$ cat src/rtl/dpm_pkg.sv
package dpm_pkg;
  typedef enum logic [1:0] {
    ARB_IDLE = 2'd0,
    ARB_WAKE = 2'd1,
    ARB_HOLD = 2'd2
  } arb_st_e;

  localparam int unsigned MODE_BIT  = 0;
  localparam int unsigned SLEEP_BIT = 3;
endpackage

$ cat src/rtl/dpm_rst_sync.sv
module dpm_rst_sync #(
  parameter int unsigned STAGES = 2
) (
  input  logic clk,
  input  logic rst_n,
  output logic rst_sn_o
);
  localparam int unsigned SW = (STAGES < 2) ? 2 : STAGES;

  logic [SW-1:0] sync_q;

  always_ff @(posedge clk or negedge rst_n) begin
    if (!rst_n) sync_q <= '0;
    else        sync_q <= {sync_q[SW-2:0], 1'b1};
  end

  assign rst_sn_o = sync_q[SW-1];
endmodule

$ cat src/rtl/dpm_regs.sv
module dpm_regs
  import dpm_pkg::*;
#(
  parameter int unsigned RA_W      = 8,
  parameter int unsigned RD_W      = 8,
  parameter logic [7:0]  CTRL_ADDR = 8'hA0
) (
  input  logic            clk,
  input  logic            rst_sn,
  input  logic            cfg_pin_i,
  input  logic            wr_i,
  input  logic [RA_W-1:0] addr_i,
  input  logic [RD_W-1:0] wdata_i,
  output logic [RD_W-1:0] rdata_o,
  input  logic            asleep_i,
  output logic            ps_en_o,
  output logic            cfg_pnl_o
);
  logic addr_hit;
  logic ps_q, ps_d;
  logic cfg_q;

  assign addr_hit = (addr_i == RA_W'(CTRL_ADDR));

  // next state: only the mode bit is writable
  always_comb begin
    ps_d = ps_q;
    if (wr_i && addr_hit) ps_d = wdata_i[MODE_BIT];
  end

  always_ff @(posedge clk or negedge rst_sn) begin
    if (!rst_sn) ps_q <= 1'b1;
    else         ps_q <= ps_d;
  end

  // strap follows the pin while reset is held, frozen afterwards
  always_ff @(posedge clk) begin
    if (!rst_sn) cfg_q <= cfg_pin_i;
  end

  always_comb begin
    rdata_o = '0;
    if (addr_hit) begin
      rdata_o[MODE_BIT]  = ps_q;
      rdata_o[SLEEP_BIT] = asleep_i;
    end
  end

  assign ps_en_o   = ps_q;
  assign cfg_pnl_o = cfg_q;

  assert_mode_load_R2: assert property (@(posedge clk) disable iff (!rst_sn)
    (wr_i && addr_hit) |=> (ps_en_o == $past(wdata_i[MODE_BIT])));

  assert_foreign_ignored_R2: assert property (@(posedge clk) disable iff (!rst_sn)
    (!(wr_i && addr_hit)) |=> $stable(ps_en_o));
endmodule

$ cat src/rtl/dpm_mem_arb.sv
module dpm_mem_arb
  import dpm_pkg::*;
#(
  parameter int unsigned AW       = 16,
  parameter int unsigned DW       = 16,
  parameter int unsigned HOLD_CYC = 2
) (
  input  logic          clk,
  input  logic          rst_sn,
  input  logic          ps_en_i,
  input  logic          hst_req_i,
  input  logic          hst_we_i,
  input  logic [AW-1:0] hst_addr_i,
  input  logic [DW-1:0] hst_wdata_i,
  output logic          hst_ack_o,
  output logic [DW-1:0] hst_rdata_o,
  output logic          hst_err_o,
  output logic          mem_en_o,
  input  logic          mem_rdy_i,
  output logic          mem_cs_o,
  output logic          mem_we_o,
  output logic [AW-1:0] mem_addr_o,
  output logic [DW-1:0] mem_wdata_o,
  input  logic [DW-1:0] mem_rdata_i,
  output logic          asleep_o
);
  localparam int unsigned HOLD_N = (HOLD_CYC < 1) ? 1 : HOLD_CYC;
  localparam int unsigned CNT_W  = (HOLD_N < 2) ? 1 : $clog2(HOLD_N);
  localparam logic [CNT_W-1:0] CNT_LOAD = CNT_W'(HOLD_N - 1);

  arb_st_e          st_q, st_d;
  logic [CNT_W-1:0] cnt_q, cnt_d;
  logic             asleep_q, asleep_d;

  // next-state and output decode
  always_comb begin
    st_d        = st_q;
    cnt_d       = cnt_q;
    hst_ack_o   = 1'b0;
    hst_err_o   = 1'b0;
    hst_rdata_o = '0;
    mem_cs_o    = 1'b0;
    unique case (st_q)
      ARB_IDLE: begin
        if (hst_req_i) begin
          if (!ps_en_i) begin
            if (mem_rdy_i) begin
              mem_cs_o  = 1'b1;
              hst_ack_o = 1'b1;
              if (!hst_we_i) hst_rdata_o = mem_rdata_i;
            end
          end else if (hst_we_i) begin
            st_d = ARB_WAKE;
          end else begin
            hst_ack_o = 1'b1;
            hst_err_o = 1'b1;
          end
        end
      end
      ARB_WAKE: begin
        if (!hst_req_i) begin
          st_d  = ARB_HOLD;
          cnt_d = CNT_LOAD;
        end else if (mem_rdy_i) begin
          mem_cs_o  = 1'b1;
          hst_ack_o = 1'b1;
          st_d      = ARB_HOLD;
          cnt_d     = CNT_LOAD;
        end
      end
      ARB_HOLD: begin
        if (cnt_q == '0) st_d = ARB_IDLE;
        else             cnt_d = cnt_q - 1'b1;
      end
      default: st_d = ARB_IDLE;
    endcase
  end

  assign mem_en_o    = (st_q != ARB_IDLE) || !ps_en_i;
  assign mem_we_o    = hst_we_i;
  assign mem_addr_o  = hst_addr_i;
  assign mem_wdata_o = hst_wdata_i;

  always_comb begin
    asleep_d = asleep_q;
    if (mem_en_o)        asleep_d = 1'b0;
    else if (!mem_rdy_i) asleep_d = 1'b1;
  end

  always_ff @(posedge clk or negedge rst_sn) begin
    if (!rst_sn) begin
      st_q     <= ARB_IDLE;
      cnt_q    <= '0;
      asleep_q <= 1'b1;
    end else begin
      st_q     <= st_d;
      cnt_q    <= cnt_d;
      asleep_q <= asleep_d;
    end
  end

  assign asleep_o = asleep_q;

  assert_cs_needs_ready_R4: assert property (@(posedge clk) disable iff (!rst_sn)
    mem_cs_o |-> (mem_rdy_i && mem_en_o));

  assert_enable_held_R4: assert property (@(posedge clk) disable iff (!rst_sn)
    (mem_cs_o && st_q == ARB_WAKE) |=> mem_en_o);

  assert_no_sleep_read_R5: assert property (@(posedge clk) disable iff (!rst_sn)
    (mem_cs_o && !mem_we_o) |-> !ps_en_i);

  assert_read_no_wake_R5: assert property (@(posedge clk) disable iff (!rst_sn)
    (st_q == ARB_IDLE && ps_en_i && hst_req_i && !hst_we_i) |=> (!mem_en_o || !ps_en_i));

  assert_status_awake_R3: assert property (@(posedge clk) disable iff (!rst_sn)
    mem_en_o |=> !asleep_o);

  assert_status_asleep_R3: assert property (@(posedge clk) disable iff (!rst_sn)
    (!mem_en_o && !mem_rdy_i) |=> asleep_o);
endmodule

$ cat src/rtl/dpm_panel_gate.sv
module dpm_panel_gate #(
  parameter int unsigned LCD_W  = 18,
  parameter int unsigned CTL_W  = 4,
  parameter int unsigned GPIO_W = 4
) (
  input  logic              clk,
  input  logic              rst_sn,
  input  logic              ps_en_i,
  input  logic              cfg_pnl_i,
  input  logic [LCD_W-1:0]  lcd_dat_i,
  input  logic [CTL_W-1:0]  lcd_ctl_i,
  input  logic              pwm_i,
  input  logic [GPIO_W-1:0] gpio_pnl_i,
  input  logic [GPIO_W-1:0] gpio_gen_i,
  output logic              seq_run_o,
  output logic [LCD_W-1:0]  lcd_dat_o,
  output logic [CTL_W-1:0]  lcd_ctl_o,
  output logic              pwm_o,
  output logic [GPIO_W-1:0] gpio_o
);
  logic disp_on_q, disp_on_d;

  assign disp_on_d = !ps_en_i;

  // one flop drives both the sequencer enable and every output gate
  always_ff @(posedge clk or negedge rst_sn) begin
    if (!rst_sn) disp_on_q <= 1'b0;
    else         disp_on_q <= disp_on_d;
  end

  assign seq_run_o = disp_on_q;
  assign lcd_dat_o = disp_on_q ? lcd_dat_i : '0;
  assign lcd_ctl_o = disp_on_q ? lcd_ctl_i : '0;
  assign pwm_o     = disp_on_q & pwm_i;

  generate
    for (genvar g = 0; g < GPIO_W; g++) begin : g_gpio
      assign gpio_o[g] = cfg_pnl_i ? (disp_on_q & gpio_pnl_i[g]) : gpio_gen_i[g];
    end
  endgenerate

  assert_sleep_quiet_R7: assert property (@(posedge clk) disable iff (!rst_sn)
    (ps_en_i && $past(ps_en_i)) |-> (lcd_dat_o == '0 && lcd_ctl_o == '0 && !pwm_o && !seq_run_o));

  assert_wake_together_R8: assert property (@(posedge clk) disable iff (!rst_sn)
    $fell(ps_en_i) |=> (seq_run_o && lcd_dat_o == lcd_dat_i && pwm_o == pwm_i));

  assert_sleep_together_R8: assert property (@(posedge clk) disable iff (!rst_sn)
    $rose(ps_en_i) |=> (!seq_run_o && lcd_dat_o == '0));

  assert_pnl_gpio_low_R9: assert property (@(posedge clk) disable iff (!rst_sn)
    (cfg_pnl_i && ps_en_i && $past(ps_en_i)) |-> (gpio_o == '0));
endmodule

$ cat src/rtl/disp_pwr_mgr.sv
module disp_pwr_mgr #(
  parameter int unsigned MEM_AW   = 16,
  parameter int unsigned MEM_DW   = 16,
  parameter int unsigned LCD_W    = 18,
  parameter int unsigned CTL_W    = 4,
  parameter int unsigned GPIO_W   = 4,
  parameter int unsigned HOLD_CYC = 2
) (
  input  logic              clk,
  input  logic              rst_n,
  input  logic              cfg_pnl_gpio_i,
  input  logic              reg_wr_i,
  input  logic [7:0]        reg_addr_i,
  input  logic [7:0]        reg_wdata_i,
  output logic [7:0]        reg_rdata_o,
  input  logic              hst_req_i,
  input  logic              hst_we_i,
  input  logic [MEM_AW-1:0] hst_addr_i,
  input  logic [MEM_DW-1:0] hst_wdata_i,
  output logic              hst_ack_o,
  output logic [MEM_DW-1:0] hst_rdata_o,
  output logic              hst_err_o,
  output logic              mem_en_o,
  input  logic              mem_rdy_i,
  output logic              mem_cs_o,
  output logic              mem_we_o,
  output logic [MEM_AW-1:0] mem_addr_o,
  output logic [MEM_DW-1:0] mem_wdata_o,
  input  logic [MEM_DW-1:0] mem_rdata_i,
  output logic              seq_run_o,
  input  logic [LCD_W-1:0]  lcd_dat_i,
  input  logic [CTL_W-1:0]  lcd_ctl_i,
  output logic [LCD_W-1:0]  lcd_dat_o,
  output logic [CTL_W-1:0]  lcd_ctl_o,
  input  logic              pwm_i,
  output logic              pwm_o,
  input  logic [GPIO_W-1:0] gpio_pnl_i,
  input  logic [GPIO_W-1:0] gpio_gen_i,
  output logic [GPIO_W-1:0] gpio_o
);
  logic rst_sn;
  logic ps_en;
  logic cfg_pnl;
  logic asleep;

  dpm_rst_sync #(.STAGES(2)) u_rst (
    .clk      (clk),
    .rst_n    (rst_n),
    .rst_sn_o (rst_sn)
  );

  dpm_regs #(.RA_W(8), .RD_W(8), .CTRL_ADDR(8'hA0)) u_regs (
    .clk       (clk),
    .rst_sn    (rst_sn),
    .cfg_pin_i (cfg_pnl_gpio_i),
    .wr_i      (reg_wr_i),
    .addr_i    (reg_addr_i),
    .wdata_i   (reg_wdata_i),
    .rdata_o   (reg_rdata_o),
    .asleep_i  (asleep),
    .ps_en_o   (ps_en),
    .cfg_pnl_o (cfg_pnl)
  );

  dpm_mem_arb #(.AW(MEM_AW), .DW(MEM_DW), .HOLD_CYC(HOLD_CYC)) u_arb (
    .clk         (clk),
    .rst_sn      (rst_sn),
    .ps_en_i     (ps_en),
    .hst_req_i   (hst_req_i),
    .hst_we_i    (hst_we_i),
    .hst_addr_i  (hst_addr_i),
    .hst_wdata_i (hst_wdata_i),
    .hst_ack_o   (hst_ack_o),
    .hst_rdata_o (hst_rdata_o),
    .hst_err_o   (hst_err_o),
    .mem_en_o    (mem_en_o),
    .mem_rdy_i   (mem_rdy_i),
    .mem_cs_o    (mem_cs_o),
    .mem_we_o    (mem_we_o),
    .mem_addr_o  (mem_addr_o),
    .mem_wdata_o (mem_wdata_o),
    .mem_rdata_i (mem_rdata_i),
    .asleep_o    (asleep)
  );

  dpm_panel_gate #(.LCD_W(LCD_W), .CTL_W(CTL_W), .GPIO_W(GPIO_W)) u_gate (
    .clk        (clk),
    .rst_sn     (rst_sn),
    .ps_en_i    (ps_en),
    .cfg_pnl_i  (cfg_pnl),
    .lcd_dat_i  (lcd_dat_i),
    .lcd_ctl_i  (lcd_ctl_i),
    .pwm_i      (pwm_i),
    .gpio_pnl_i (gpio_pnl_i),
    .gpio_gen_i (gpio_gen_i),
    .seq_run_o  (seq_run_o),
    .lcd_dat_o  (lcd_dat_o),
    .lcd_ctl_o  (lcd_ctl_o),
    .pwm_o      (pwm_o),
    .gpio_o     (gpio_o)
  );
endmodule

$ cat config.mk
export PLATFORM = sky130hd
export DESIGN_NAME = disp_pwr_mgr
export DESIGN_NICKNAME = d
export VERILOG_FILES = /design/src/rtl/dpm_pkg.sv /design/src/rtl/dpm_rst_sync.sv /design/src/rtl/dpm_regs.sv /design/src/rtl/dpm_mem_arb.sv /design/src/rtl/dpm_panel_gate.sv /design/src/rtl/disp_pwr_mgr.sv
export SDC_FILE = /design/constraint.sdc
export NUM_CORES = 1
export LEC_CHECK = 0
export BUFFER_PORTS_ARGS = -buffer_cell sky130_fd_sc_hd__clkbuf_2
export CAP_MARGIN = 20
export CORE_AREA = 5 5 72 74
export CTS_CLUSTER_SIZE = 20
export DETAILED_ROUTE_END_ITERATION = 8
export DIE_AREA = 0 0 77 79
export HOLD_SLACK_MARGIN = 0.08
export PLACE_DENSITY_LB_ADDON = 0.08
export SLEW_MARGIN = 20
export SYNTH_ARGS = -nofsm -noshare
export SYNTH_HDL_FRONTEND = slang
export SYNTH_HIERARCHICAL = 1
export SYNTH_SLANG_ARGS = --single-unit
$ cat constraint.sdc
create_clock -name clk -period 2.56 [get_ports clk]
set_input_delay 0.256 -clock clk [delete_from_list [all_inputs] [get_ports clk]]
set_output_delay 0.256 -clock clk [all_outputs]
set_load 0.02 [all_outputs]
==> impl_metrics.yaml <==
run_status:
  run_status: "finished, final reports clean"
sta:
  period_share_pct: 77.5
  worst_pin_slew_ns: 0.743
  drv_slew: 0
  finalWorstSetupSlack_ns: 0.575
  hold_slack_ns: 0.103
  slew_headroom_pct: 50.5
  fmax_ghz: 0.504
  grt_setup_unrepaired: "false"
  fin_skew_ns: 0.000205
  finalSetupTns_ns: 0
  fin_crit_ns: 1.98
  hold_viol: 0
  setup_viol: 0
cts:
  cts_buffers: 3
  clkTransAtPathRegs_ns: 0.04
  cts_resized: 0
  clock_latency_ns: 0.22
  cts_setup_buffers: 0
  cts_sinks: 9
  htreeDepth: 1
  cts_tree: "done"
  postCtsHoldBufs: 1
  clk_path_buf_depth: 2
  clockRootBuffer: "clkbuf_8"
placed_design:
  portBuffers: 113
  place.gp.congestion: 0.653
  dp_hpwl_mm: 2.78
  dp_slack_ns: 0.789
  dpl.cell_count: 279
finish:
  fill_cells: 498
  multi_input_area_um2: 519
  diodes: 0
  ff_latch_area_um2: 233
  area_growth_pct: 31.3
  nets: 333
  drive_gt1_share_pct: 57.0
  finalNonFillerCells: 284
critical_path:
  crit_path_cell_trace: "or3_1 > nor3_1 > clkbuf_2"
  critical-path-slowest-cell: "or3_1"
  max_stage_delay_ns: 0.64
  cp_top_family: "simple AND/OR/NAND/NOR gates"
  cp_data_required_time_ns: 2.30
  arrival_ns: 1.73
  path_class: "flop to output pin"
  cp_num_buf_inv: 1
  critPathMaxFanout: 16
  cp-start-kind: "flop"
  end_kind: "output pin"
routing:
  vias: 1173
  drc: 0
  drtIter0Drc: 9
  wire_per_inst_um: 10.9
  first_pass_iters: 4
  detail-route-antenna-nets: 0
  viasPerCell: 4.13
  wl_mm: 3.10
synthesis:
  async_flop_share_pct: 88.9
  synthDistinctLibCells: 32
  synth_top_area_share_pct: 25.7
  yosysTopAreaCell: "buf_4"
  synth_edf_count: 1
  synth.area.top_cells: "buf_4 26%, and2_1 13%, dfrtp_1 13%, inv_1 8.0%, nor3_2 7.7%"
  avgSynthCellArea_um2: 7.74
  synth.top_cells.by_count: "40 x buf_4, 25 x and2_1, 25 x inv_1, 9 x nor3_2, 7 x nor3_1"
  seq_area_frac_synth_pct: 19.9
  synth_warnings: 6
  synthCells: 151
  ys_ff_latch: 9
  synthFlopType: "dfrtp_1"
  synth_area_um2: 1170
  synth.most_common_cell: "buf_4"
worst_hold_path:
  hp-class: "flop to async pin"
flow_run:
  cap_violations: 0
power:
  p_int_uw: 352
  combPwrFrac_pct: 38.4
  power.switching_uw: 176
  power.leakage_nw: 0.893
  power.total_uw: 528
  clkPwrFrac_pct: 29.6
  p_sw_share_pct: 33.3
  ir_drop_mv: 0.109
  power.density_nw_per_um2: 344
  pwr-share-seq_pct: 32.0
global_route:
  grt.overflow.total: 0
  first_global_vias: 1123
  grt_max_degree: 29
  antenna_found_initial: 0
  grt_usage_pct: 9.59
  grt_pass1_wl_mm: 4.97
die:
  initial_core_util_pct: 25.8
  rows: 25
  die_h_um: 79
  die_area_um2: 6080
  io_pins: 191
  core_um2: 4540
  die_w_um: 77
-- flip-flops by register name, indices dropped and copies added, names as in the netlist --
signal	count
u_arb/asleep_o	1
u_arb/cnt_q	1
u_regs/ps_en_o	1
u_gate/seq_run_o	1
u_regs/cfg_pnl_o	1
u_arb/st_q	2
u_rst/sync_q	2
-- metal layers --
metal	wire length (um)	track usage [%]	share of wire (%)
met4	43	3.78	1.4
met3	727	7.37	23
met1	1180	10.1	38
met2	1160	14.3	37
met5	0	0	0
-- worst paths after layout --
kind                                 startpoint               end  slack, ns  cells after the start
worst max-delay path              u_arb/st_q[0]    hst_rdata_o[3]       0.58                      3
worst min-delay path            u_rst/sync_q[1]       u_arb/cnt_q       0.10                      0
worst max register to register   u_regs/ps_en_o    u_arb/asleep_o       1.34                      2
worst min register to register  u_rst/sync_q[1]       u_arb/cnt_q       0.10                      0
max in group asynchronous                 rst_n   u_rst/sync_q[0]       2.11                      2
min in group clk                 cfg_pnl_gpio_i  u_regs/cfg_pnl_o       0.21                      1
-- layout by cell type, fill, tap and decap left out, types with 2 or more instances in the layout --
master | synthesis | layout
clkbuf_2 | 0 | 113
inv_1 | 25 | 25
and2_1 | 25 | 25
nor3_2 | 9 | 9
nor3_1 | 7 | 7
conb_1 | 2 | 7
dfrtp_1 | 6 | 6
nand3_1 | 4 | 4
clkbuf_8 | 0 | 3
nor2b_1 | 3 | 3
nand2b_1 | 3 | 3
o21ai_1 | 3 | 3
nor2_1 | 2 | 2
dfstp_2 | 2 | 2
-- metrics by stage --
stage,area [um^2],util (%)
final,1530,33.8
after floorplan,1190,-
after detailed placement,1480,32.6
after CTS,1530,33.8
after global routing,1530,33.8
after global placement,1480,32.6
-- power by group through the flow --
stage	sequential [mW]	combinational (mW)	clock (mW)
finish	0.169	0.203	0.156
global route	0.172	0.225	0.176
CTS	0.170	0.206	0.163
detailed placement	0.171	0.205	0
global placement	0.171	0.205	0
floorplan	0.166	0.219	0
-- logic make-up after synthesis --
family	share of synthesized area [%]
simple gates	36.4
compound gates	4.82
other cells	0.643
mux	0.964
buf+inv	37.3
flops	19.9
-- final cells by class --
cell class,instances,area share (%)
tap,54,4.40
timing repair buffer,114,37.5
sequential,9,15.2
inverter,25,6.12
multi-input combinational,78,33.8
clock buffer,4,2.94
(Power assumes the default switching activity.)
